**src/rtl/tcf_pkg.sv**
```systemverilog
package tcf_pkg;

  localparam int CFG_W = 8;

  typedef struct packed {
    logic [1:0] exp_src;
    logic       exp_en;
    logic [2:0] mode;
    logic [1:0] xsel;
  } tcf_cfg_t;

  typedef enum logic [1:0] {
    REF_XTAL = 2'd0,
    REF_DPLL = 2'd1,
    REF_BUS  = 2'd2
  } tcf_ref_e;

  localparam logic [2:0] MODE_MASTER = 3'd0;
  localparam logic [2:0] MODE_SLAVE  = 3'd4;

  // modes above the slave code fall back to the master mode
  function automatic logic [2:0] eff_mode(input logic [2:0] raw);
    return (raw > MODE_SLAVE) ? MODE_MASTER : raw;
  endfunction

  // crystal select to divider code; 11 is treated as the default
  function automatic logic [1:0] xdiv_code(input logic [1:0] xsel);
    case (xsel)
      2'b01:   return 2'd1;
      2'b10:   return 2'd2;
      default: return 2'd0;
    endcase
  endfunction

  // true while the frame pulse is active, window straddles the wrap
  function automatic logic frame_active(input int unsigned c,
                                        input int unsigned len,
                                        input int unsigned half);
    return (c >= len - half) || (c < half);
  endfunction

endpackage

```
**src/rtl/tcf_mode_dec.sv**
```systemverilog
module tcf_mode_dec
  import tcf_pkg::*;
(
  input  logic             clk,
  input  logic             rst_n,
  input  logic             cfg_wr,
  input  logic [CFG_W-1:0] cfg_wdata,
  output tcf_cfg_t         cfg,
  output logic [1:0]       apll_ref,
  output logic [1:0]       xtal_div,
  output logic [1:0]       dpll_src,
  output logic             bus_master,
  output logic             slave_en
);

  logic [2:0] mode_e;

  always_ff @(posedge clk) begin
    if (!rst_n)      cfg <= '0;
    else if (cfg_wr) cfg <= tcf_cfg_t'(cfg_wdata);
  end

  assign mode_e = eff_mode(cfg.mode);

  always_comb begin
    apll_ref   = REF_XTAL;
    xtal_div   = 2'd0;
    dpll_src   = 2'd0;
    bus_master = 1'b1;
    slave_en   = 1'b0;
    case (mode_e)
      3'd1, 3'd2, 3'd3: begin
        apll_ref = REF_DPLL;
        dpll_src = mode_e[1:0];
      end
      MODE_SLAVE: begin
        apll_ref   = REF_BUS;
        bus_master = 1'b0;
        slave_en   = 1'b1;
      end
      default: begin
        xtal_div = xdiv_code(cfg.xsel);
      end
    endcase
  end

endmodule

```
**src/rtl/tcf_frame_ctr.sv**
```systemverilog
module tcf_frame_ctr
  import tcf_pkg::*;
#(
  parameter int CNT_W = 11,
  parameter int HALF  = 2
) (
  input  logic             clk,
  input  logic             rst_n,
  input  logic             slave_en,
  input  logic             f0_n,
  input  logic             cfg_wr,
  output logic [CNT_W-1:0] cnt,
  output logic             frame_n,
  output logic             resync_evt,
  output logic             err_set,
  output logic             frame_err
);

  localparam int unsigned   LEN    = 1 << CNT_W;
  localparam logic [CNT_W-1:0] ALIGN_V = CNT_W'(LEN - HALF);
  localparam logic [CNT_W-1:0] LOAD_V  = CNT_W'(LEN - HALF + 1);

  logic f0_d;
  logic f0_fall;

  always_ff @(posedge clk) begin
    if (!rst_n) f0_d <= 1'b1;
    else        f0_d <= f0_n;
  end

  assign f0_fall    = f0_d & ~f0_n;
  assign resync_evt = slave_en & f0_fall;
  assign err_set    = resync_evt & (cnt != ALIGN_V);

  always_ff @(posedge clk) begin
    if (!rst_n)          cnt <= '0;
    else if (resync_evt) cnt <= LOAD_V;
    else                 cnt <= cnt + 1'b1;
  end

  // a fresh error outranks the clear from a write in the same cycle
  always_ff @(posedge clk) begin
    if (!rst_n)       frame_err <= 1'b0;
    else if (err_set) frame_err <= 1'b1;
    else if (cfg_wr)  frame_err <= 1'b0;
  end

  assign frame_n = ~frame_active(32'(cnt), LEN, HALF);

endmodule

```
**src/rtl/tcf_clk_out.sv**
```systemverilog
module tcf_clk_out #(
  parameter int NCLK = 3
) (
  input  logic [NCLK-1:0] taps,
  input  logic [NCLK-1:0] inv,
  output logic [NCLK-1:0] lclk
);

  for (genvar i = 0; i < NCLK; i++) begin : g_clk
    assign lclk[i] = ~taps[i] ^ inv[i];
  end

endmodule

```
**src/rtl/tcf_sec_mux.sv**
```systemverilog
module tcf_sec_mux (
  input  logic       en,
  input  logic [1:0] src,
  input  logic       ext_a,
  input  logic       ext_b,
  input  logic       frame_n,
  output logic       sec_o,
  output logic       sec_oe
);

  logic pick;

  always_comb begin
    case (src)
      2'b00:   pick = ext_a;
      2'b01:   pick = ext_b;
      2'b10:   pick = frame_n;
      default: pick = 1'b0;
    endcase
  end

  assign sec_o  = en & pick;
  assign sec_oe = en;

endmodule

```
**src/rtl/tcf_top.sv**
```systemverilog
module tcf_top
  import tcf_pkg::*;
#(
  parameter int CNT_W = 11,
  parameter int HALF  = 2,
  parameter int NCLK  = 3
) (
  input  logic             clk,
  input  logic             rst_n,
  input  logic             cfg_wr,
  input  logic [CFG_W-1:0] cfg_wdata,
  input  logic [NCLK-1:0]  clk_inv,
  input  logic             bus_f0_n,
  input  logic             ext8k_a,
  input  logic             ext8k_b,
  output logic [CFG_W-1:0] cfg_q,
  output logic [1:0]       apll_ref,
  output logic [1:0]       xtal_div,
  output logic [1:0]       dpll_src,
  output logic             bus_master,
  output logic             frame_n,
  output logic             clk8_o,
  output logic             clk4_o,
  output logic             clk2_o,
  output logic             sec8k_o,
  output logic             sec8k_oe,
  output logic             frame_err
);

  tcf_cfg_t         cfg;
  logic             slave_en;
  logic [CNT_W-1:0] frame_cnt;
  logic             resync_evt;
  logic             err_set;
  logic [NCLK-1:0]  lclk;

  tcf_mode_dec u_dec (
    .clk        (clk),
    .rst_n      (rst_n),
    .cfg_wr     (cfg_wr),
    .cfg_wdata  (cfg_wdata),
    .cfg        (cfg),
    .apll_ref   (apll_ref),
    .xtal_div   (xtal_div),
    .dpll_src   (dpll_src),
    .bus_master (bus_master),
    .slave_en   (slave_en)
  );

  tcf_frame_ctr #(.CNT_W(CNT_W), .HALF(HALF)) u_ctr (
    .clk        (clk),
    .rst_n      (rst_n),
    .slave_en   (slave_en),
    .f0_n       (bus_f0_n),
    .cfg_wr     (cfg_wr),
    .cnt        (frame_cnt),
    .frame_n    (frame_n),
    .resync_evt (resync_evt),
    .err_set    (err_set),
    .frame_err  (frame_err)
  );

  tcf_clk_out #(.NCLK(NCLK)) u_clk (
    .taps (frame_cnt[NCLK-1:0]),
    .inv  (clk_inv),
    .lclk (lclk)
  );

  tcf_sec_mux u_sec (
    .en      (cfg.exp_en),
    .src     (cfg.exp_src),
    .ext_a   (ext8k_a),
    .ext_b   (ext8k_b),
    .frame_n (frame_n),
    .sec_o   (sec8k_o),
    .sec_oe  (sec8k_oe)
  );

  assign cfg_q  = cfg;
  assign clk8_o = lclk[0];
  assign clk4_o = lclk[1];
  assign clk2_o = lclk[2];

endmodule

```
**config.mk**
```make
export PLATFORM = sky130hd
export DESIGN_NAME = tcf_top
export DESIGN_NICKNAME = d
export VERILOG_FILES = /design/src/rtl/tcf_pkg.sv /design/src/rtl/tcf_mode_dec.sv /design/src/rtl/tcf_frame_ctr.sv /design/src/rtl/tcf_clk_out.sv /design/src/rtl/tcf_sec_mux.sv /design/src/rtl/tcf_top.sv
export SDC_FILE = /design/constraint.sdc
export NUM_CORES = 1
export LEC_CHECK = 0
export CAP_MARGIN = 20
export CORE_MARGIN = 3
export CORE_UTILIZATION = 42
export CTS_CLUSTER_SIZE = 8
export DETAILED_ROUTE_END_ITERATION = 10
export PLACE_DENSITY = 0.77
export SETUP_SLACK_MARGIN = 0.02
export SLEW_MARGIN = 20
export SYNTH_ARGS = -nofsm -noshare
export SYNTH_HDL_FRONTEND = slang
export SYNTH_SLANG_ARGS = --single-unit
```
**constraint.sdc**
```tcl
create_clock -name clk -period 1.4 [get_ports clk]
set_input_delay 0.14 -clock clk [delete_from_list [all_inputs] [get_ports clk]]
set_output_delay 0.14 -clock clk [all_outputs]
set_load 0.02 [all_outputs]
```
==> summary.txt <==
Pwr
  • Leakage dissipation: 0.833 nW
  • Total power of the final layout: 1.47 mW
  • Maximum vdd ir drop: 0.000855 V
  • Power density normalized to cell area: 798 nW/µm²

Critical path
  • Worst EP required: 1.26 ns
  • Reg2reg start: u_ctr.cnt[1]
  • Critical Path Fanout Max: 3
  • Slack of the worst reg-to-reg path: -0.17 ns
  • Ordered cell list for the critical path: buf_4, nor4_2, a31oi_2, a41o_1, buf_2
  • CP Depth: 5
  • Worst path top cell family by delay: flip-flops
  • Worst path max stage delay: 0.35 ns
  • Sort of element at the end of the critical path: output pin
  • Signal arrival time at the worst endpoint: 1.49 ns
  • Startpoint-to-endpoint class of the critical path: flip-flop to output pin
  • Critical-path cell with the highest stage delay: sky130_fd_sc_hd__dfxtp_2
  • Launching element type of the critical path: flip-flop
  • Worst Reg2Reg Path Length in Cells: 8
  • R2R Path End: u_ctr.cnt[6]
  • WP buf/inv: 2

Clocking
  • H-tree lvl count: 1
  • CTS max path bufs: 2
  • CTS Buf Count: 3
  • Clock-pin slew on the worst setup and hold paths: 0.12 ns
  • Post-CTS Hold Buffers: 0
  • Root buffer selected by CTS: sky130_fd_sc_hd__clkbuf_4
  • Clock tree from TritonCTS: built
  • Later-pin clock latency in the skew report: 0.31 ns
  • Number of clock sinks: 21

Detailed routing
  • Detailed-route DRC error count: 0
  • Detailed-router iteration count before antenna repair: 4
  • Final wirelength: 3150 µm
  • Post-DR vias/cell: 5.00
  • Detailed Route Iter0 Violations: 7
  • Total via count after detailed routing: 1,059
  • Post-DRT Antenna Nets: 0
  • Routed length per placed instance: 14.9 µm

GRT
  • First-pass GRT wire length: 4550 µm
  • Global-route usage over all layers: 21.9%
  • Final global-route overflow total: 0
  • Antenna violations before repair: 0
  • Via count of the first global-routing pass: 1,021
  • Largest net degree at the start of global routing: 13

Hold path
  • WHS Path Cells: 2
  • Class of the tightest hold or removal check: input port to flip-flop
  • Capture endpoint of the worst hold path: u_ctr.f0_d
  • Hold Crit Start: rst_n

Synth
  • Part of the Yosys area used for sequential elements: 42.0%
  • Largest cells by area after synthesis: sky130_fd_sc_hd__dfxtp_1 (42%), sky130_fd_sc_hd__xnor2_1 (9.6%), sky130_fd_sc_hd__mux2i_1 (9.0%)
  • Syn nets: 127
  • Mean instance size in the synthesized netlist: 9.18 µm²
  • Syn. warnings: 0
  • Area of the mapped netlist: 1000 µm²
  • Number of distinct library cells after synthesis: 29
  • Top-area cell type share of the netlist area: 42.0%
  • Cell accounting for the most synthesized area: sky130_fd_sc_hd__dfxtp_1
  • Gate Count Post-Synth: 109
  • Flip-flop and latch count after synthesis: 21

STA
  • Final Critical Period: 1.63 ns
  • Total setup violations reported at the end of the flow: 6
  • Top achievable clock speed: 0.613 GHz
  • Final slew viol count: 0
  • Unrepaired setup endpoints after global routing: true
  • Share of the clock period used by the worst path: 116%
  • Worst Slack Setup Final: -0.230 ns
  • Least-Margin Pin Slew: 0.314 ns
  • Worst hold slack: 0.374 ns
  • Max_slew headroom: 79.1%
  • Final hold viol count: 0
  • Worst clock skew: 0.00825 ns

Die
  • Initial Utilization: 44.8%
  • Vertical die dimension: 54.8 µm
  • Core area: 2230 µm²
  • I/O Pins: 39
  • Total die area: 3010 µm²
  • X dimension of the die: 54.8 µm
  • Count of standard-cell rows: 17

Cells and area
  • Top library cells by usage in the layout, fill and taps aside: sky130_fd_sc_hd__buf_4 (36), sky130_fd_sc_hd__clkdlybuf4s50_1 (16), sky130_fd_sc_hd__nor2_1 (11), sky130_fd_sc_hd__a21oi_1 (11)
  • Most frequent standard cell in the layout excluding fill and tap cells: sky130_fd_sc_hd__buf_4
  • Share of the core filled with cells: 82.6%
  • Fill cell instance count of the final layout: 128
  • Proportion of layout cells with a drive suffix above 1: 50.5%
  • Area growth from synthesis to final layout: 84.4%
  • Layout Nets: 203
  • Multi-input logic area: 647 µm²
  • Final design area excluding fillers: 1850 µm²
  • Antenna diode instance count: 0
  • Sequential cell area: 453 µm²

Placed design
  • Half-perimeter wire length after detailed placement: 2150 µm
  • Placer congestion estimate: 0.774
  • Port Buf Inserts: 38
  • Post-Place Setup Slack: -0.347 ns
  • Placed cell areas: 1600 µm²

Run status
  • Failing checks: negative setup slack
  • Result of the run: finished, violations left

Flow run
  • Max_cap viols: 0
[worst reg2reg max path, delay by kind of cell, from the launching register on]
kind,cells,cell delay (ns)
buf+inv,3,0.31
fa+ha+maj,1,0.12
flops,1,0.38
xor+xnor,1,0.15
simple gates,2,0.43
compound gates,1,0.09
[worst max path at each step]
stage | slack (ns) | from | endpoint
after floorplan | 0.009 | u_dec.cfg[2] | xtal_div[0]
after global placement | -0.32 | ext8k_b | sec8k_o
after detailed placement | -0.35 | ext8k_b | sec8k_o
after CTS | -0.23 | u_ctr.cnt[10] | sec8k_o
after global routing | -0.31 | u_ctr.cnt[8] | sec8k_o
final | -0.23 | u_ctr.cnt[8] | sec8k_o
[power breakdown]
| part | internal (mW) | leakage (nW) | switching [mW] |
|---|---|---|---|
| clock | 0.107 | 0.0177 | 0.187 |
| combinational | 0.288 | 0.635 | 0.220 |
| sequential | 0.629 | 0.180 | 0.0421 |
| total | 1.02 | 0.833 | 0.450 |
[kinds of logic (layout without fill, tap and decap cells)]
group,Yosys count,in the layout,share of synthesized area (%)
AOI/OAI and AO/OA,15,15,8.88
xor gates and xnor gates,12,12,10.5
adders and majority gates,1,1,1.25
buffers and inverters,12,87,5.13
DFF,21,21,42.0
muxes,9,9,9.00
and+or+nand+nor,39,39,23.3
[repair_timing]
action,in CTS,in global routing
setup endpoints to repair,24,15
endpoints found under the hold margin,0,0
setup buffers,6,7
pin swaps,4,10
resized for setup,84,35
[layer usage]
layer	GRT usage, %	wire (µm)
met5	0	0
met4	8.30	29
met3	5.45	98
met2	40.7	1730
met1	23.2	1290
[Yosys cell counts, drive strengths merged]
master and instances:
dfxtp 21, nor2 13, a21oi 11, xnor2 11, mux2i 9, nand2 7
inv 6, nor4 4, buf 3, clkbuf 3, nand3 3, nor2b 3
nor3b 3, nor3 2, a31o 1, a31oi 1, a41o 1, ha 1
nand2b 1, nand4 1, nand4b 1, o32ai 1, or2 1, xor2 1
[final cells by class]
| type | count | share of cell area [%] |
|---|---|---|
| Inverter | 6 | 1.22 |
| Tap cell | 28 | 1.90 |
| Clock buffer | 3 | 1.22 |
| Multi-Input combinational cell | 76 | 35.1 |
| Timing Repair Buffer | 77 | 35.8 |
| Clock inverter | 1 | 0.271 |
| Sequential cell | 21 | 24.5 |
[state kept, by name (all words and copies together), names as in the netlist]
register,flops
u_ctr.frame_err,1
u_dec.cfg,8
u_ctr.f0_d,1
u_ctr.cnt,11
[stage by stage]
step	std cells	TNS, ns
after global placement	197	-1.30
after floorplan	109	0
final	212	-1.02
after CTS	207	-0.397
after detailed placement	197	-1.47
after global routing	212	-1.46
Power figures use the tool's default switching activity.
